[src/rtl/ep_hshk_pkg.sv]
// Shared types and helpers for the endpoint handshake controller.
// Assumes a 2-bit token kind and a 3-bit response code as listed in the brief.
package ep_hshk_pkg;

    typedef enum logic [1:0] {
        TK_NONE  = 2'b00,
        TK_SETUP = 2'b01,
        TK_IN    = 2'b10,
        TK_OUT   = 2'b11
    } tok_kind_e;

    // Internal decision for one token under the current mode code.
    typedef enum logic [2:0] {
        ACT_IGN    = 3'd0,
        ACT_ACK    = 3'd1,
        ACT_NAK    = 3'd2,
        ACT_STALL  = 3'd3,
        ACT_DATA   = 3'd4,
        ACT_ZLEN   = 3'd5,
        ACT_ISO_TX = 3'd6,
        ACT_ISO_RX = 3'd7
    } act_e;

    typedef enum logic [2:0] {
        RSP_NONE  = 3'd0,
        RSP_ACK   = 3'd1,
        RSP_NAK   = 3'd2,
        RSP_STALL = 3'd3,
        RSP_DATA  = 3'd4,
        RSP_ZLEN  = 3'd5
    } rsp_e;

    typedef enum logic [1:0] {
        ST_IDLE,
        ST_WAIT_RX,
        ST_WAIT_HACK
    } st_e;

    // Mode code an endpoint falls back to after it has ACKed OUT data.
    function automatic logic [3:0] nak_of(input logic [3:0] m);
        case (m)
            4'h2:    nak_of = 4'h1;
            4'h9:    nak_of = 4'h8;
            4'hB:    nak_of = 4'hA;
            4'hF:    nak_of = 4'hE;
            default: nak_of = m;
        endcase
    endfunction

    // Wire-level response for an action; no-handshake actions map to none.
    function automatic rsp_e to_rsp(input act_e a);
        case (a)
            ACT_ACK:    to_rsp = RSP_ACK;
            ACT_NAK:    to_rsp = RSP_NAK;
            ACT_STALL:  to_rsp = RSP_STALL;
            ACT_DATA:   to_rsp = RSP_DATA;
            ACT_ISO_TX: to_rsp = RSP_DATA;
            ACT_ZLEN:   to_rsp = RSP_ZLEN;
            default:    to_rsp = RSP_NONE;
        endcase
    endfunction

endpackage

[src/rtl/ep_addr_filter.sv]
// Device-address register and token address match.
// Holds {enable, address}; a token hits only while enable is set and the
// address fields agree. Firmware loads the register through wr/wdata.
module ep_addr_filter #(
    parameter int ADDR_W = 7
) (
    input  logic              clk,
    input  logic              rst_n,
    input  logic              wr,
    input  logic [ADDR_W:0]   wdata,
    input  logic [ADDR_W-1:0] tok_addr,
    output logic [ADDR_W:0]   reg_q,
    output logic              hit
);
    localparam int EN_BIT = ADDR_W;

    // Address register: cleared at reset, loaded by firmware.
    always_ff @(posedge clk) begin
        if (!rst_n)  reg_q <= '0;
        else if (wr) reg_q <= wdata;
    end

    // Token match against the enabled address.
    assign hit = reg_q[EN_BIT] && (tok_addr == reg_q[ADDR_W-1:0]);

endmodule

[src/rtl/ep_mode_policy.sv]
// Combinational answer policy: maps the 4-bit mode code and a token kind
// to an action. SETUP is accepted only when CTRL_EP is nonzero.
module ep_mode_policy
    import ep_hshk_pkg::*;
#(
    parameter int CTRL_EP = 1
) (
    input  logic [3:0] mode_nib,
    input  tok_kind_e  kind,
    output act_e       act
);
    logic setup_ok;
    act_e setup_act;
    act_e in_act;
    act_e out_act;

    // Per-direction policy tables.
    always_comb begin
        setup_ok = 1'b0;
        in_act   = ACT_IGN;
        out_act  = ACT_IGN;
        case (mode_nib)
            4'h1: begin setup_ok = 1'b1; in_act = ACT_NAK;    out_act = ACT_NAK;    end
            4'h2: begin setup_ok = 1'b1; in_act = ACT_STALL;  out_act = ACT_ACK;    end
            4'h3: begin setup_ok = 1'b1; in_act = ACT_STALL;  out_act = ACT_STALL;  end
            4'h4: begin setup_ok = 1'b1;                                            end
            4'h5: begin                                       out_act = ACT_ISO_RX; end
            4'h6: begin setup_ok = 1'b1; in_act = ACT_ZLEN;   out_act = ACT_STALL;  end
            4'h7: begin                  in_act = ACT_ISO_TX;                       end
            4'h8: begin                                       out_act = ACT_NAK;    end
            4'h9: begin                                       out_act = ACT_ACK;    end
            4'hA: begin setup_ok = 1'b1; in_act = ACT_ZLEN;   out_act = ACT_NAK;    end
            4'hB: begin setup_ok = 1'b1; in_act = ACT_ZLEN;   out_act = ACT_ACK;    end
            4'hC: begin                  in_act = ACT_NAK;                          end
            4'hD: begin                  in_act = ACT_DATA;                         end
            4'hE: begin setup_ok = 1'b1; in_act = ACT_NAK;    out_act = ACT_ACK;    end
            4'hF: begin setup_ok = 1'b1; in_act = ACT_DATA;   out_act = ACT_ACK;    end
            default: ;
        endcase
    end

    generate
        if (CTRL_EP != 0) begin : g_ctrl
            assign setup_act = setup_ok ? ACT_ACK : ACT_IGN;
        end else begin : g_plain
            assign setup_act = ACT_IGN;
        end
    endgenerate

    // Select by token kind.
    always_comb begin
        case (kind)
            TK_SETUP: act = setup_act;
            TK_IN:    act = in_act;
            TK_OUT:   act = out_act;
            default:  act = ACT_IGN;
        endcase
    end

endmodule

[src/rtl/ep_status_regs.sv]
// Mode and count/toggle registers. A firmware write takes priority over
// hardware update strobes in the same cycle. Token flags exist only when
// CTRL_EP is nonzero; otherwise they read zero.
module ep_status_regs #(
    parameter int CNT_W   = 4,
    parameter int CTRL_EP = 1
) (
    input  logic             clk,
    input  logic             rst_n,
    input  logic             mode_wr,
    input  logic [7:0]       mode_wdata,
    input  logic             cnt_wr,
    input  logic [CNT_W+1:0] cnt_wdata,
    input  logic [2:0]       flag_set,
    input  logic             ack_set,
    input  logic             nib_load,
    input  logic [3:0]       nib_val,
    input  logic             rx_store,
    input  logic [CNT_W-1:0] rx_len,
    input  logic             tog_one,
    input  logic             tog_flip,
    input  logic             valid_clr,
    output logic [7:0]       mode_q,
    output logic [CNT_W+1:0] cnt_q
);
    localparam int TOG_BIT = CNT_W + 1;
    localparam int VLD_BIT = CNT_W;

    logic [2:0]       flags;
    logic             ack_q;
    logic [3:0]       nib_q;
    logic             tog_q;
    logic             vld_q;
    logic [CNT_W-1:0] len_q;

    // Acknowledge bit and mode code.
    always_ff @(posedge clk) begin
        if (!rst_n) begin
            ack_q <= 1'b0;
            nib_q <= 4'h0;
        end else if (mode_wr) begin
            ack_q <= mode_wdata[4];
            nib_q <= mode_wdata[3:0];
        end else begin
            if (ack_set)  ack_q <= 1'b1;
            if (nib_load) nib_q <= nib_val;
        end
    end

    generate
        if (CTRL_EP != 0) begin : g_flags
            // Sticky token-seen flags, replaced by a firmware write.
            always_ff @(posedge clk) begin
                if (!rst_n)       flags <= 3'b000;
                else if (mode_wr) flags <= mode_wdata[7:5];
                else              flags <= flags | flag_set;
            end
        end else begin : g_noflags
            assign flags = 3'b000;
        end
    endgenerate

    // Toggle, valid and byte count.
    always_ff @(posedge clk) begin
        if (!rst_n) begin
            tog_q <= 1'b0;
            vld_q <= 1'b0;
            len_q <= '0;
        end else if (cnt_wr) begin
            tog_q <= cnt_wdata[TOG_BIT];
            vld_q <= cnt_wdata[VLD_BIT];
            len_q <= cnt_wdata[CNT_W-1:0];
        end else begin
            if (tog_one)       tog_q <= 1'b1;
            else if (tog_flip) tog_q <= ~tog_q;
            if (rx_store) begin
                vld_q <= 1'b1;
                len_q <= rx_len;
            end else if (valid_clr) begin
                vld_q <= 1'b0;
            end
        end
    end

    assign mode_q = {flags, ack_q, nib_q};
    assign cnt_q  = {tog_q, vld_q, len_q};

endmodule

[src/rtl/ep_hshk_ctrl.sv]
// Endpoint handshake controller top. Takes decoded tokens, data-phase
// completion and host ACK, and issues a registered one-cycle response.
// Assumes at most one event source matters per cycle: a token takes
// priority over rx_done/host_ack and abandons any pending phase.
module ep_hshk_ctrl
    import ep_hshk_pkg::*;
#(
    parameter int ADDR_W  = 7,
    parameter int CNT_W   = 4,
    parameter int CTRL_EP = 1
) (
    input  logic              clk,
    input  logic              rst_n,
    input  logic              addr_wr,
    input  logic [ADDR_W:0]   addr_wdata,
    input  logic              mode_wr,
    input  logic [7:0]        mode_wdata,
    input  logic              cnt_wr,
    input  logic [CNT_W+1:0]  cnt_wdata,
    input  logic              tok_valid,
    input  logic [1:0]        tok_kind,
    input  logic [ADDR_W-1:0] tok_addr,
    input  logic              rx_done,
    input  logic              rx_crc_ok,
    input  logic [CNT_W-1:0]  rx_len,
    input  logic              host_ack,
    output logic              resp_valid,
    output logic [2:0]        resp_code,
    output logic [ADDR_W:0]   dev_addr_q,
    output logic [7:0]        mode_q,
    output logic [CNT_W+1:0]  cnt_q
);
    localparam int FL_SETUP = 2;
    localparam int FL_IN    = 1;
    localparam int FL_OUT   = 0;

    tok_kind_e kind;
    logic      hit;
    act_e      tok_act;

    st_e        st_q, st_d;
    act_e       pend_act_q;
    logic [3:0] pend_nib_q;
    logic       pend_setup_q;
    logic       latch_pend;

    logic       rv_d, rv_q;
    rsp_e       rsp_d, rsp_q;

    logic [2:0] flag_set;
    logic       ack_set, nib_load, rx_store, tog_one, tog_flip, valid_clr;
    logic [3:0] nib_val;

    assign kind = tok_kind_e'(tok_kind);

    ep_addr_filter #(.ADDR_W(ADDR_W)) u_addr (
        .clk      (clk),
        .rst_n    (rst_n),
        .wr       (addr_wr),
        .wdata    (addr_wdata),
        .tok_addr (tok_addr),
        .reg_q    (dev_addr_q),
        .hit      (hit)
    );

    ep_mode_policy #(.CTRL_EP(CTRL_EP)) u_policy (
        .mode_nib (mode_q[3:0]),
        .kind     (kind),
        .act      (tok_act)
    );

    ep_status_regs #(.CNT_W(CNT_W), .CTRL_EP(CTRL_EP)) u_regs (
        .clk        (clk),
        .rst_n      (rst_n),
        .mode_wr    (mode_wr),
        .mode_wdata (mode_wdata),
        .cnt_wr     (cnt_wr),
        .cnt_wdata  (cnt_wdata),
        .flag_set   (flag_set),
        .ack_set    (ack_set),
        .nib_load   (nib_load),
        .nib_val    (nib_val),
        .rx_store   (rx_store),
        .rx_len     (rx_len),
        .tog_one    (tog_one),
        .tog_flip   (tog_flip),
        .valid_clr  (valid_clr),
        .mode_q     (mode_q),
        .cnt_q      (cnt_q)
    );

    // Transaction sequencing and register-update strobes.
    always_comb begin
        st_d       = st_q;
        rv_d       = 1'b0;
        rsp_d      = RSP_NONE;
        latch_pend = 1'b0;
        flag_set   = 3'b000;
        ack_set    = 1'b0;
        nib_load   = 1'b0;
        nib_val    = 4'h0;
        rx_store   = 1'b0;
        tog_one    = 1'b0;
        tog_flip   = 1'b0;
        valid_clr  = 1'b0;
        if (tok_valid) begin
            st_d = ST_IDLE;
            if (hit && tok_act != ACT_IGN) begin
                if (kind == TK_IN) begin
                    rv_d            = 1'b1;
                    rsp_d           = to_rsp(tok_act);
                    flag_set[FL_IN] = 1'b1;
                    if (tok_act == ACT_DATA || tok_act == ACT_ZLEN) st_d = ST_WAIT_HACK;
                end else begin
                    latch_pend = 1'b1;
                    st_d       = ST_WAIT_RX;
                end
            end
        end else begin
            case (st_q)
                ST_WAIT_RX: begin
                    if (rx_done) begin
                        st_d = ST_IDLE;
                        if (!rx_crc_ok) begin
                            valid_clr = 1'b1;
                        end else begin
                            if (pend_setup_q) flag_set[FL_SETUP] = 1'b1;
                            else              flag_set[FL_OUT]   = 1'b1;
                            rsp_d = to_rsp(pend_act_q);
                            rv_d  = (pend_act_q != ACT_ISO_RX);
                            if (pend_act_q == ACT_ACK || pend_act_q == ACT_ISO_RX) rx_store = 1'b1;
                            if (pend_act_q == ACT_ACK) begin
                                ack_set  = 1'b1;
                                nib_load = 1'b1;
                                if (pend_setup_q) begin
                                    tog_one = 1'b1;
                                    nib_val = 4'h1;
                                end else begin
                                    tog_flip = 1'b1;
                                    nib_val  = nak_of(pend_nib_q);
                                end
                            end
                        end
                    end
                end
                ST_WAIT_HACK: begin
                    if (host_ack) begin
                        st_d     = ST_IDLE;
                        ack_set  = 1'b1;
                        tog_flip = 1'b1;
                    end
                end
                default: ;
            endcase
        end
    end

    // State, pending-token context and registered response.
    always_ff @(posedge clk) begin
        if (!rst_n) begin
            st_q         <= ST_IDLE;
            pend_act_q   <= ACT_IGN;
            pend_nib_q   <= 4'h0;
            pend_setup_q <= 1'b0;
            rv_q         <= 1'b0;
            rsp_q        <= RSP_NONE;
        end else begin
            st_q  <= st_d;
            rv_q  <= rv_d;
            rsp_q <= rsp_d;
            if (latch_pend) begin
                pend_act_q   <= tok_act;
                pend_nib_q   <= mode_q[3:0];
                pend_setup_q <= (kind == TK_SETUP);
            end
        end
    end

    assign resp_valid = rv_q;
    assign resp_code  = rsp_q;

endmodule

[config.mk]
export PLATFORM = sky130hd
export DESIGN_NAME = ep_hshk_ctrl
export DESIGN_NICKNAME = d
export VERILOG_FILES = /design/src/rtl/ep_hshk_pkg.sv /design/src/rtl/ep_addr_filter.sv /design/src/rtl/ep_mode_policy.sv /design/src/rtl/ep_status_regs.sv /design/src/rtl/ep_hshk_ctrl.sv
export SDC_FILE = /design/constraint.sdc
export NUM_CORES = 1
export LEC_CHECK = 0
export CAP_MARGIN = 20
export CELL_PAD_IN_SITES_DETAIL_PLACEMENT = 2
export CELL_PAD_IN_SITES_GLOBAL_PLACEMENT = 2
export CORE_ASPECT_RATIO = 1.5
export CORE_UTILIZATION = 24
export CTS_BUF_LIST = sky130_fd_sc_hd__clkbuf_16
export DETAILED_ROUTE_END_ITERATION = 10
export PLACE_DENSITY_LB_ADDON = 0.25
export SLEW_MARGIN = 20
export SYNTH_ARGS = -nofsm -noshare
export SYNTH_HDL_FRONTEND = slang
export SYNTH_HIERARCHICAL = 1
export SYNTH_SLANG_ARGS = --single-unit
[constraint.sdc]
create_clock -name clk -period 1.82 [get_ports clk]
set_input_delay 0.364 -clock clk [delete_from_list [all_inputs] [get_ports clk]]
set_output_delay 0.364 -clock clk [all_outputs]
set_load 0.03 [all_outputs]
; ---- After elaboration in Yosys (flattened, before gate mapping)
; Index checks and enable logic that the tools add are counted.
[word_totals]
regBits = 36
inputBits = 44
output_inout_bits = 26
[classes]
n_eq_ne = 41
muxes = 87
n_bitwise = 2
reduce_logical = 22
[ops]
columns = operator, n
row1 = 1-bit two-way mux, 55
row2 = 3-bit case mux with 5 select lines, 3
row3 = "4-bit equality test, second input constant", 11
row4 = 4-bit two-way mux, 10
row5 = "3-bit equality test, second input constant", 7
row6 = 3-bit two-way mux, 7
row7 = "4-bit by 3-bit equality test with 1-bit output, second input constant", 4
row8 = 4-bit case mux with 4 select lines, 1
row9 = "3-bit by 2-bit equality test with 1-bit output, second input constant", 4
row10 = "4-bit by 2-bit equality test with 1-bit output, second input constant", 3
row11 = 2-bit two-way mux, 6
row12 = 3-bit case mux with 4 select lines, 1
row13 = 3-bit nonzero test, 4
row14 = 2-bit OR reduction, 5
row15 = "3-bit != test, second input constant", 3
row16 = 3-bit case mux with 3 select lines, 1
row17 = 3-bit OR reduction, 3
row18 = 9-bit OR reduction, 1
row19 = 7-bit equality test, 1
row20 = "2-bit equality test, second input constant", 3
row21 = "3-bit by 1-bit equality test with 1-bit output, second input constant", 2
row22 = 2-bit nonzero test, 3
row23 = 5-bit OR reduction, 1
row24 = "2-bit by 1-bit equality test with 1-bit output, second input constant", 2
row25 = other kinds (8), 11

; ---- Longest topological paths before layout
; Gate-level depths: netlist (run 1).
[depth]
word_depth = 11
ltp_mapped = 8
depth_no_buf = 7

; ---- Cells and area by module
; The synthesis (run 1) kept the hierarchy.
[modules_own_cells]
columns = mod, n_inst, cells_each, area_per_inst_um2, seq_area_each_um2
row1 = ep_hshk_ctrl, 1, 100, 820.8, 280.3
row2 = ep_status_regs, 1, 58, 656.9, 280.3
row3 = ep_addr_filter, 1, 35, 379.1, 160.2
row4 = ep_mode_policy, 1, 30, 212.7, 0.0

; ---- Worst setup path after synthesis (run 1)
; OpenSTA, ideal clock, no wires.
[synth_timing]
kind = flip-flop to flip-flop
startpoint = register u_regs.nib_q[3]
endpoint = register pend_act_q[0]
setup_time_ps = 130
t_arrival_ps = 2044
required_time_ps = 1690
slack_ps = -354
path_stages_with_launch = 9
n_path_buf = 1
synth_period_minus_slack_ps = 2174
path_cell_list = dfxtp_1 > buf_6 > nand2b_4 > mux2_4 > o221ai_2 > nand2_1 > o311ai_2 > a21oi_4 > mux2i_1
[synth_via]
elab_chain_cells = 9
word_cells_on_any_way = 32
[synth_lines]
columns = element, line_no
row1 = start: declaration, ep_status_regs.sv:31  ; logic [3:0] nib_q;
row2 = start signal: assignment, ep_status_regs.sv:43  ; nib_q <= mode_wdata[3:0];
row3 = start signal: assignment, ep_status_regs.sv:46  ; if (nib_load) nib_q <= nib_val;
row4 = "4-bit by 3-bit equality test with 1-bit output, or another cell as far along", ep_mode_policy.sv:22  ; case (mode_nib)
row5 = 9-bit OR reduction (no line), --
row6 = 1-bit two-way mux, ep_mode_policy.sv:22
row7 = 1-bit two-way mux, ep_mode_policy.sv:44  ; assign setup_act = setup_ok ? ACT_ACK : ACT_IGN;
row8 = 3-bit case mux with 3 select lines (*), ep_mode_policy.sv:52  ; case (kind)
row9 = named net tok_act[0], ep_hshk_ctrl.sv:39  ; act_e tok_act;
row10 = 3-bit nonzero test, ep_hshk_ctrl.sv:108  ; if (hit && tok_act != ACT_IGN) begin
row11 = 1-bit logical AND, ep_hshk_ctrl.sv:108
row12 = 1-bit two-way mux, ep_hshk_ctrl.sv:108
row13 = 1-bit two-way mux, ep_hshk_ctrl.sv:106  ; if (tok_valid) begin
row14 = end signal: assignment, ep_hshk_ctrl.sv:172  ; pend_act_q <= tok_act;
row15 = end: declaration, ep_hshk_ctrl.sv:42  ; act_e pend_act_q;
; Mark *: on every way through the listed nets, which the timed path passes. The rest lies on a longest branch.
; A chain may end at the register's enable or synchronous reset.

; ---- Worst setup path in the final report (run 1)
[layout_timing]
startpoint = register u_regs.nib_q[3]
endpoint = register st_q[0]
[layout_via]
elab_chain_cells = 9
word_cells_on_any_way = 32
[layout_lines]
columns = element, line_no
row1 = "4-bit by 3-bit equality test with 1-bit output, or another cell as far along", ep_mode_policy.sv:22
row2 = 9-bit OR reduction (no line), --
row3 = 1-bit two-way mux, ep_mode_policy.sv:22
row4 = 1-bit two-way mux, ep_mode_policy.sv:44
row5 = 3-bit case mux with 3 select lines (*), ep_mode_policy.sv:52
row6 = named net tok_act[0], ep_hshk_ctrl.sv:39
row7 = 3-bit nonzero test (*), ep_hshk_ctrl.sv:108
row8 = 1-bit logical AND (*), ep_hshk_ctrl.sv:108
row9 = 2-bit two-way mux (*), ep_hshk_ctrl.sv:108
row10 = 2-bit two-way mux (*), ep_hshk_ctrl.sv:106
row11 = end signal: assignment, ep_hshk_ctrl.sv:168  ; st_q <= st_d;
row12 = end: declaration, ep_hshk_ctrl.sv:41  ; st_e st_q, st_d;
; Marked as above.

==> flow_summary.toml, run 1 <==
[placed_design]
dp_hpwl_um = 5320
io_buffers = 69
gp_congestion = 0.742
dp_cells = 424
dp_slack_ns = -0.589

[final_layout]
multi_input_area_um2 = 1360
antenna_cells = 0
final_util_pct = 40.8
syn2layout_area_growth_pct = 66.0
nNetsFinal = 381
final_cell_count_no_fill = 442
layout-drive-gt1-share_pct = 25.4
final-seq-area_um2 = 734
fillCellCount = 931

[setup_path]
r2r-end = "st_q[0]$_SDFFE_PN0P_"
crit_fanout = 5
reg2reg_depth = 7
cp-start-kind = "flop"
crit-reg2reg-launch = "u_regs/nib_q[3]$_SDFFE_PN0P_"
crit_start = "u_regs/nib_q[3]$_SDFFE_PN0P_"
ff2ff_setup_slack_ns = -0.12
cp.arrival_ns = 2.09
crit_required_ns = 1.98
setup.worst_path.end_class = "flop"
endpoint = "st_q[0]$_SDFFE_PN0P_"
critPathKind = "flop to flop"

[outcome]
outcome = "complete, but fails checks"
violations = "setup timing"

[global_routing]
grt_pass1_wl_um = 11500
overflow = 0
grt_start_max_net_pins = 38
antenna_found_initial = 0
grt_use_total_pct = 16.8
grt_pass1_vias = 2362

[clocking]
htreeDepth = 2
clkSinkCount = 36
cts.root.buffer_cell = "clkbuf_16"
cts_tree = "done"
cts_buffers = 5
cts_max_path_buffers = 2
clk_latency_ns = 0.28
clk_pin_slew_ns = 0.06

[power_and_ir_drop]
ir_drop_uv = 360
p_leak_nw = 1.41
power_density_nw_per_um2 = 629

[drt]
drtPass1Iterations = 4
wl_per_cell_um = 16.3
drc = 0
dr.first_iter.drc_count = 40
via_count = 2109
wl_um = 7200
ant_nets = 0
detail_route.vias_per_cell = 4.77

[floorplanning]
fp.dieW_um = 77.8
die_area_um2 = 9010
core_region_area_um2 = 8410
num_io_pins = 70
die_y_um = 116
rows = 41
initial_core_util_pct = 24.6

[synth]
synth.avg_cell_area_um2 = 9.28
ys_seq_area_share_pct = 34.8
syn_area_um2 = 2070
yosysWarningCount = 6
synth-async-reset-ratio_pct = 0
ys_ff_latch = 36
synthFlopType = "dfxtp_1"
synth_cell_types = 48
synth_fp_nets = 269
synth_edf_count = 0
syn_inst = 223

[sta]
slew_violations = 0
rsz0062_at_grt = "true"
worst_pin_slew_ns = 0.402
fmax_mhz = 516
finClkSkew_ns = 0.00357
fin_crit_sh_pct = 106
finalHoldViolCount = 0
finalSetupViolCount = 13
holdWs_ns = 0.497
relSlewSlack_pct = 73.1
setup_ws_ns = -0.116
fin_crit_ns = 1.94

[run]
maxCapViolations = 0

[min_path]
hold_path_class = "flop to flop"
[routing by layer]
| layer | track usage, % | part of all wire, % |
|---|---|---|
| met1 | 15.4 | 36 |
| met2 | 34.1 | 57 |
| met3 | 4.57 | 5.9 |
| met4 | 6.67 | 1.3 |
| met5 | 0 | 0 |
[worst min-delay path by stage]
stage | depth (start not counted) | to | startpoint
final | 2 | pend_nib_q[3]$_SDFFE_PN0P_ | pend_nib_q[3]$_SDFFE_PN0P_
after global routing | 1 | u_regs/flags[0]$_SDFF_PN0_ | u_regs/flags[0]$_SDFF_PN0_
after CTS | 2 | pend_nib_q[1]$_SDFFE_PN0P_ | pend_nib_q[1]$_SDFFE_PN0P_
after detailed placement | 2 | pend_nib_q[1]$_SDFFE_PN0P_ | pend_nib_q[1]$_SDFFE_PN0P_
after global placement | 2 | pend_nib_q[1]$_SDFFE_PN0P_ | pend_nib_q[1]$_SDFFE_PN0P_
after floorplan | 2 | pend_nib_q[1]$_SDFFE_PN0P_ | pend_nib_q[1]$_SDFFE_PN0P_
[cells in the mapped netlist, types with 4 or more instances]
| cell type | count | area [µm²] |
|---|---|---|
| a21oi_1 | 6 | 30.0 |
| buf_4 | 4 | 30.0 |
| dfxtp_1 | 36 | 721 |
| inv_1 | 8 | 30.0 |
| mux2_1 | 4 | 45.0 |
| mux2_2 | 4 | 45.0 |
| mux2i_1 | 15 | 150 |
| nand2_1 | 21 | 78.8 |
| nand2b_1 | 15 | 93.8 |
| nand3b_1 | 5 | 37.5 |
| nor2_1 | 6 | 22.5 |
| nor2b_1 | 14 | 87.6 |
| nor3b_1 | 4 | 30.0 |
| o211a_1 | 8 | 80.1 |
| o21a_1 | 4 | 30.0 |
| o21ai_0 | 5 | 25.0 |
| o311a_1 | 5 | 50.1 |
| xnor2_1 | 7 | 61.3 |
[layout by cell type (no fill, tap or decap), types with 2 or more instances in the layout]
| cell | count |
|---|---|
| clkinv_1 | 2 |
| nand2_1 | 20 |
| nand4_1 | 2 |
| nand4b_1 | 2 |
| o21ai_1 | 2 |
| or2b_1 | 2 |
| mux2_4 | 2 |
| nand3_1 | 3 |
| nor2_2 | 2 |
| o21a_1 | 3 |
| nand3b_1 | 5 |
| inv_1 | 7 |
| mux2_2 | 3 |
| xnor2_1 | 7 |
| nand2b_1 | 15 |
| o311a_1 | 5 |
| dfxtp_2 | 2 |
| o211a_1 | 8 |
| dlymetal6s2s_1 | 2 |
| nor2_1 | 4 |
| clkbuf_16 | 5 |
| xor2_1 | 3 |
| clkdlybuf4s50_1 | 61 |
| nor3b_1 | 4 |
| a21oi_1 | 4 |
| mux2_1 | 4 |
| dfxtp_4 | 3 |
| and3_1 | 2 |
| dfxtp_1 | 31 |
| dlygate4sd2_1 | 5 |
| o21ai_0 | 2 |
| nor2b_1 | 14 |
| nor3_1 | 2 |
| a21oi_2 | 2 |
| mux2i_1 | 15 |
| a21oi_4 | 2 |
| o22ai_1 | 2 |
| buf_4 | 43 |
[registers in the layout, summed over array words and instances (netlist names)]
| name | cells |
|---|---|
| u_addr/reg_q | 8 |
| pend_nib_q | 4 |
| u_regs/len_q | 4 |
| u_regs/nib_q | 4 |
| pend_act_q | 3 |
| resp_code | 3 |
| u_regs/flags | 3 |
| st_q | 2 |
| pend_setup_q | 1 |
| resp_valid | 1 |
| u_regs/ack_q | 1 |
| u_regs/tog_q | 1 |
| u_regs/vld_q | 1 |
[per-stage QoR]
| step | total power, mW | setup TNS, ns | area, µm² |
|---|---|---|---|
| 2_1_floorplan | 1.09 | -0.393 | 2100 |
| 3_3_place_gp | 1.32 | -10.18 | 3130 |
| 3_5_place_dp | 1.33 | -11.05 | 3130 |
| 4_1_cts | 2.19 | -0.602 | 3350 |
| 5_1_grt | 2.26 | -2.00 | 3440 |
| 6_report | 2.16 | -1.02 | 3440 |
[where the power goes]
| group | internal, mW | total (mW) | leakage [nW] | switching, mW |
|---|---|---|---|---|
| clock network | 0.490 | 0.825 | 0.0648 | 0.334 |
| registers | 0.820 | 0.849 | 0.298 | 0.0291 |
| logic | 0.268 | 0.487 | 1.05 | 0.219 |
| total | 1.58 | 2.16 | 1.41 | 0.583 |
[cell type report]
type	instances	share of cell area (%)
multi-input combinational	169	39.5
timing repair buffer	115	30.5
sequential	36	21.4
tap	107	3.90
clock buffer	5	3.64
inverter	8	0.874
clock inverter	2	0.218
[worst max-delay path, stage by stage, from the launching register on]
cell	delay (ns)
dfxtp_4	0.37
nand2b_4	0.14
mux2_4	0.30
o221ai_2	0.19
nand2_2	0.13
o311ai_4	0.42
a21oi_4	0.11
o2bb2ai_2	0.16
[what timing repair did]
| item | CTS | global route |
|---|---|---|
| pin swaps | 5 | 3 |
| setup endpoints to repair | 25 | 23 |
| hold buffers | 0 | 0 |
| gates cloned | 1 | 0 |
| setup buffers | 6 | 4 |
| gates resized for setup | 17 | 17 |
[cell families (layout without fill, tap and decap cells)]
| family | count (synthesis) | after routing | share of synthesized area, % |
|---|---|---|---|
| fa+ha+maj | 2 | 2 | 1.21 |
| buf+inv | 19 | 130 | 5.08 |
| flops | 36 | 36 | 34.8 |
| simple gates | 87 | 87 | 24.4 |
| xor+xnor | 10 | 10 | 4.23 |
| mux | 24 | 24 | 12.3 |
| compound gates | 45 | 46 | 17.9 |
(Power assumes the default switching activity.)
==> inputs of run 2 (changes only) <==
--- a/config.mk
+++ b/config.mk
@@ -12,6 +12,8 @@
 export CORE_UTILIZATION = 24
 export CTS_BUF_LIST = sky130_fd_sc_hd__clkbuf_16
 export DETAILED_ROUTE_END_ITERATION = 10
+export GPL_TIMING_DRIVEN = 0
+export HOLD_SLACK_MARGIN = 0.15
 export PLACE_DENSITY_LB_ADDON = 0.25
 export SLEW_MARGIN = 20
 export SYNTH_ARGS = -nofsm -noshare
==> run 2 against run 1 <==
Net effect: the flow still finishes with violations (setup timing); non-clock buffer count fell by 18; clock power grew 49%; final area is 0.33% lower; wire length fell by 4.7%; critical endpoint is now u_regs/flags[1]$_SDFF_PN0_.
==> flow_summary.toml, run 2 (synthesis gave the netlist of run 1 again) <==
[drt]
wl_per_cell_um = 16.2
ant_nets = 0
drc = 0
detail_route.vias_per_cell = 4.78
wl_um = 6860
wl_met1_um = 2460
routed.top_layer = "met4"
met3_length_um = 406
dr.first_iter.drc_count = 35
wl_met2_um = 3920
drtPass1Iterations = 4
via_count = 2025

[final_layout]
final_cell_mix = "clkdlybuf4s50_1 (57), dfxtp_1 (29), nand2_1 (19), nand2b_1 (15), mux2i_1 (15)"
design_area_um2 = 3420
final_common_cell = "clkdlybuf4s50_1"
syn2layout_area_growth_pct = 65.5
nNetsFinal = 362
layout-drive-gt1-share_pct = 24.0
largest_reg_flops = 8
largest-register = "u_addr/reg_q"
antenna_cells = 0

[sta]
holdWs_ns = 0.421
finalHoldViolCount = 0
setup_ws_ns = -0.151
fmax_mhz = 507
slew_violations = 0
fin_crit_sh_pct = 108
finalSetupViolCount = 18
worst_pin_slew_ns = 0.633
finClkSkew_ns = 0.00428
fin_crit_ns = 1.97
relSlewSlack_pct = 57.8
rsz0062_at_grt = "true"

[setup_path]
cp_cell_sequence = "buf_6 > nand2b_4 > mux2_4 > o221ai_2 > nand2_2 > buf_6 > nor3_4 > nor2_2 > o311a_1"
cp-start-kind = "flop"
cp.arrival_ns = 2.14
critPathKind = "flop to flop"
cp_common_cell = "buf_6"
max_stage_delay_ns = 0.35
reg2reg_depth = 9
crit-reg2reg-launch = "u_regs/nib_q[3]$_SDFFE_PN0P_"
setup.worst_path.end_class = "flop"
crit_required_ns = 1.99
crit_fanout = 5
crit_buf_inv = 2
crit_start = "u_regs/nib_q[3]$_SDFFE_PN0P_"
critPathSlowestCell = "dfxtp_4"
worst-path-stages = 9
cp_top_family = "compound AO/OA/AOI/OAI gates"

[floorplanning]
num_io_pins = 70
initial_core_util_pct = 24.6
fp.dieW_um = 77.8
die_area_um2 = 9010
die_y_um = 116
rows = 41
core_region_area_um2 = 8410

[clocking]
clk_pin_slew_ns = 0.06
htreeDepth = 2
cts_buffers = 5
cts_max_path_buffers = 2
cts.root.buffer_cell = "clkbuf_16"
clk_latency_ns = 0.28
cts_tree = "done"
clkSinkCount = 36

[global_routing]
overflow = 0
grt_use_total_pct = 15.5
grt_pass1_wl_um = 10800
grt_start_max_net_pins = 18
grt_pass1_vias = 2178
antenna_found_initial = 0

[power_and_ir_drop]
p_leak_nw = 1.40
power_density_nw_per_um2 = 741
ir_drop_uv = 373

[run]
maxCapViolations = 0

[placed_design]
io_buffers = 68
dp_hpwl_um = 4850
placed_area_um2 = 2920
gp_congestion = 0.744

[outcome]
violations = "setup timing"
outcome = "complete, but fails checks"

[min_path]
hold_path_class = "primary input to flop"
hold_depth = 3
worstHoldStart = "addr_wr"
## run 2: cell count changes in the layout (fill, tap and decap cells not counted), moves of 3 or more
cell             change
buf_4               -29
clkdlybuf4s50_1      -4
mux2_4               +6
dlymetal6s2s_1       +3
buf_6                +9
mux2_1               -4
## run 2: where the power goes
group	switching, mW	leakage, nW	internal [mW]
Sequential	0.0312	0.299	0.819
Combinational	0.212	0.995	0.251
Clock	0.357	0.102	0.869
## run 2: worst min-delay path: stages
cell and delay (ns):
buf_6 0.13, mux2i_1 0.08, nor2b_1 0.09
## run 2: per-layer routing
metal / GRT usage (%) / vias up
met1: 14.5 / 978
met5: 0 / -
met4: 5.03 / 0
li1: - / 976
met2: 32.0 / 64
met3: 3.94 / 7
## run 2: path summary, 6_finish.rpt
kind | endpoint | slack [ns]
max reg2reg | u_regs/flags[1]$_SDFF_PN0_ | -0.15
min reg2reg | pend_nib_q[1]$_SDFFE_PN0P_ | 0.49
max | u_regs/flags[1]$_SDFF_PN0_ | -0.15
min | u_addr/reg_q[1]$_SDFFE_PN0P_ | 0.42
## run 2: cell type report
type / count / area (µm²)
Fill cell: 921 / 4990
Multi-Input combinational cell: 168 / 1400
Timing Repair Buffer: 86 / 837
Sequential cell: 36 / 737
Clock buffer: 6 / 150
Tap cell: 107 / 134
Buffer: 11 / 81.3
Clock inverter: 2 / 60.1
Inverter: 8 / 30.0
## run 2: stage by stage
step	total power, mW	utilization, %	setup slack [ns]	setup TNS, ns	instances
after global routing	2.64	40.7	-0.224	-3.13	424
after detailed placement	1.30	34.7	-0.908	-17.19	398
after global placement	1.29	34.7	-0.867	-16.62	398
final	2.54	40.7	-0.151	-1.30	424
after CTS	2.55	38.4	-0.211	-2.60	413
after floorplan	1.09	-	-0.0477	-0.393	223
## run 2: timing repair
| action | 4_1_cts | 5_1_grt |
|---|---|---|
| hold buffers | 0 | 0 |
| pin swaps | 2 | 5 |
| endpoints found under the setup margin | 25 | 25 |
| setup buffers | 8 | 12 |
| endpoints found under the hold margin | 0 | 0 |
| resized for setup | 17 | 42 |
| cloned | 0 | 1 |
==> inputs of run 3 (changes only) <==
--- a/config.mk
+++ b/config.mk
@@ -5,11 +5,12 @@
 export SDC_FILE = /design/constraint.sdc
 export NUM_CORES = 1
 export LEC_CHECK = 0
+export ABC_AREA = 1
 export CAP_MARGIN = 20
 export CELL_PAD_IN_SITES_DETAIL_PLACEMENT = 2
 export CELL_PAD_IN_SITES_GLOBAL_PLACEMENT = 2
 export CORE_ASPECT_RATIO = 1.5
-export CORE_UTILIZATION = 24
+export CORE_UTILIZATION = 21
 export CTS_BUF_LIST = sky130_fd_sc_hd__clkbuf_16
 export DETAILED_ROUTE_END_ITERATION = 10
 export GPL_TIMING_DRIVEN = 0
==> run 3 against run 2 <==
Net effect: the run now ends clean; clock skew rose by 0.00098 ns; sequential share of layout area rose by 0.85 points; hold slack got worse by 0.067 ns; register-to-register slack improved by 0.26 ns; final area fell by 3.9%; highest routed layer unchanged.
==> flow_summary.toml, run 3 <==
[floorplanning]
die_area_um2 = 10600
num_io_pins = 70
fp.dieW_um = 84.3
die_y_um = 126
core_region_area_um2 = 9800
rows = 44
initial_core_util_pct = 21.8

[clocking]
cts_buffers = 5
cts.root.buffer_cell = "clkbuf_16"
cts_tree = "done"
cts_hold_buf = 0
cts_max_path_buffers = 2
clkSinkCount = 36
htreeDepth = 2
clk_latency_ns = 0.29
clk_pin_slew_ns = 0.06

[setup_path]
critPathKind = "flop to primary output"
crit_fanout = 2
crit-reg2reg-launch = "u_regs/nib_q[2]$_SDFFE_PN0P_"
setup.worst_path.end_class = "primary output"
cp_top_family = "buffers and inverters"
cp_cell_sequence = "buf_4 > clkdlybuf4s50_1"
crit_buf_inv = 2
cp.arrival_ns = 1.40
max_stage_delay_ns = 0.66
ff2ff_setup_slack_ns = 0.11
crit_required_ns = 1.46
cp-start-kind = "flop"
reg2reg_depth = 14
critPathSlowestCell = "clkdlybuf4s50_1"
r2r-end = "u_regs/flags[1]$_SDFF_PN0_"

[sta]
worst_pin_slew_ns = 0.574
finClkSkew_ns = 0.00526
setup_ws_ns = 0.0565
finalHoldViolCount = 0
slew_violations = 0
finalSetupViolCount = 0
rsz0062_at_grt = "true"
relSlewSlack_pct = 61.6
fmax_mhz = 567
fin_crit_ns = 1.76
fin_crit_sh_pct = 96.9

[synth]
synthFlopType = "dfxtp_1"
syn_area_um2 = 2140
syn_inst = 349
yosysTopAreaCell = "dfxtp_1"
synth_most_common_cell = "nand2_1"
synth_top_cell_area_share_pct = 33.7
synth_cell_types = 24
yosysWarningCount = 6
synth-async-reset-ratio_pct = 0
synth.avg_cell_area_um2 = 6.12
synth_edf_count = 0
yosys-top-cells-area = "dfxtp_1 (34%), nand2_1 (17%), nand3_1 (9.8%), nor2_1 (9.1%), inv_1 (8.6%)"
synth_common_cells = "nand2_1 (95), nor2_1 (52), inv_1 (49)"
ys_seq_area_share_pct = 33.7
ys_ff_latch = 36
synth_fp_nets = 395

[drt]
drtPass1Iterations = 3
wl_per_cell_um = 14.4
dr.first_iter.drc_count = 32
via_count = 2518
wl_um = 7860
ant_nets = 0
drc = 0
detail_route.vias_per_cell = 4.61

[final_layout]
final-seq-area_um2 = 736
largest_reg_flops = 8
nNetsFinal = 477
layout-drive-gt1-share_pct = 17.6
final_cell_mix = "nand2_1 (88), clkdlybuf4s50_1 (61), inv_1 (45), nor2_1 (43), nand3_1 (39)"
largest-register = "u_addr/reg_q"
fillCellCount = 1196
final_common_cell = "nand2_1"
multi_input_area_um2 = 1250
design_area_um2 = 3290
antenna_cells = 0
syn2layout_area_growth_pct = 54.0

[outcome]
outcome = "finished, final reports clean"

[power_and_ir_drop]
power_density_nw_per_um2 = 650
ir_drop_uv = 339
power.internal_mw = 1.52
p_sw_share_pct = 29.0
p_leak_nw = 1.46
pwr-share-comb_pct = 21.3
seq_power_share_pct = 39.7
p_switching_uw = 619
clock_power_share_pct = 39.0

[min_path]
worstHoldStart = "mode_wr"
whs_endpoint = "u_regs/flags[1]$_SDFF_PN0_"
hold_path_class = "primary input to flop"
hold_depth = 3

[placed_design]
gp_congestion = 0.726
placed_area_um2 = 2970
io_buffers = 68
dp_hpwl_um = 6220
dp_slack_ns = -0.739

[global_routing]
overflow = 0
grt_pass1_wl_um = 13000
grt_start_max_net_pins = 15
grt_pass1_vias = 2748
grt_use_total_pct = 15.7
antenna_found_initial = 0

[run]
maxCapViolations = 0
==> run 3: cell count changes after synthesis, moves of 5 or more <==
| cell | previous run | this run |
|---|---|---|
| xnor2_1 | 7 | 1 |
| o21ai_0 | 5 | 16 |
| a21oi_1 | 6 | 20 |
| nor2_1 | 6 | 52 |
| inv_1 | 8 | 49 |
| o211a_1 | 8 | 0 |
| nand2b_1 | 15 | 0 |
| mux2i_1 | 15 | 0 |
| inv_2 | 0 | 7 |
| nand2_1 | 21 | 95 |
| nor2b_1 | 14 | 0 |
| o311a_1 | 5 | 0 |
| nand3_1 | 3 | 42 |
==> run 3: what timing repair did <==
item	CTS	global route
endpoints found under the setup margin	23	22
gates cloned	1	0
resized for setup	24	29
endpoints found under the hold margin	0	0
pin swaps	5	8
setup buffers	4	2
==> run 3: cells by family after synthesis <==
logic type | share of synthesized area, %
simple gates | 40.7
buf+inv | 12.8
compound gates | 11.2
flops | 33.7
fa+ha+maj | 1.17
xor+xnor | 0.410
==> run 3: per-layer routing <==
| metal | vias to the layer above | share of wire (%) | GRT usage [%] |
|---|---|---|---|
| met1 | 1223 | 35 | 14.6 |
| met3 | 5 | 4.8 | 4.29 |
| met2 | 44 | 59 | 32.3 |
| met4 | 0 | 1.3 | 4.79 |
| met5 | - | 0 | 0 |
| li1 | 1246 | - | - |
==> run 3: cell type report <==
type	instances	area share [%]
Inverter	56	6.47
Tap cell	115	4.37
Clock buffer	5	3.80
Buffer	8	2.09
Timing Repair Buffer	75	22.5
Multi-Input combinational cell	249	38.2
Clock inverter	2	0.266
Sequential cell	36	22.4
==> run 3: stage by stage <==
step | power [mW] | util [%] | setup TNS (ns) | hold WS (ns) | instances
3_3_place_gp | 1.30 | 30.3 | -12.26 | 0.453 | 532
6_report | 2.14 | 33.6 | 0 | 0.354 | 546
5_1_grt | 2.25 | 33.6 | -0.106 | 0.390 | 546
2_1_floorplan | 1.08 | - | 0 | 0.441 | 349
4_1_cts | 2.16 | 32.6 | -0.00319 | 0.365 | 544
3_5_place_dp | 1.31 | 30.3 | -12.94 | 0.463 | 532
==> run 3: tightest hold or removal path, delay by kind of cell <==
kind | cells | cell delay [ns]
and+or+nand+nor | 2 | 0.11
buffers and inverters | 1 | 0.12
==> run 3: worst max-delay path by stage <==
stage	to	slack, ns	startpoint	depth (start not counted)
after detailed placement	resp_valid$_SDFF_PN0_	-0.74	tok_kind[1]	10
after global placement	resp_valid$_SDFF_PN0_	-0.74	tok_kind[1]	10
final	cnt_q[5]	0.06	u_regs/tog_q$_SDFFE_PN0P_	2
after CTS	resp_valid$_SDFF_PN0_	-0.003	tok_addr[4]	12
after global routing	u_regs/flags[1]$_SDFF_PN0_	-0.05	u_regs/nib_q[2]$_SDFFE_PN0P_	14
after floorplan	u_regs/flags[1]$_SDFF_PN0_	0.04	u_regs/nib_q[0]$_SDFFE_PN0P_	14
==> run 3: power groups by stage <==
stage | clock [mW] | combinational [mW] | sequential (mW)
CTS | 0.861 | 0.454 | 0.849
global placement | 0 | 0.426 | 0.870
finish | 0.834 | 0.455 | 0.849
floorplan | 0 | 0.168 | 0.916
global route | 0.893 | 0.499 | 0.854
detailed placement | 0 | 0.435 | 0.871
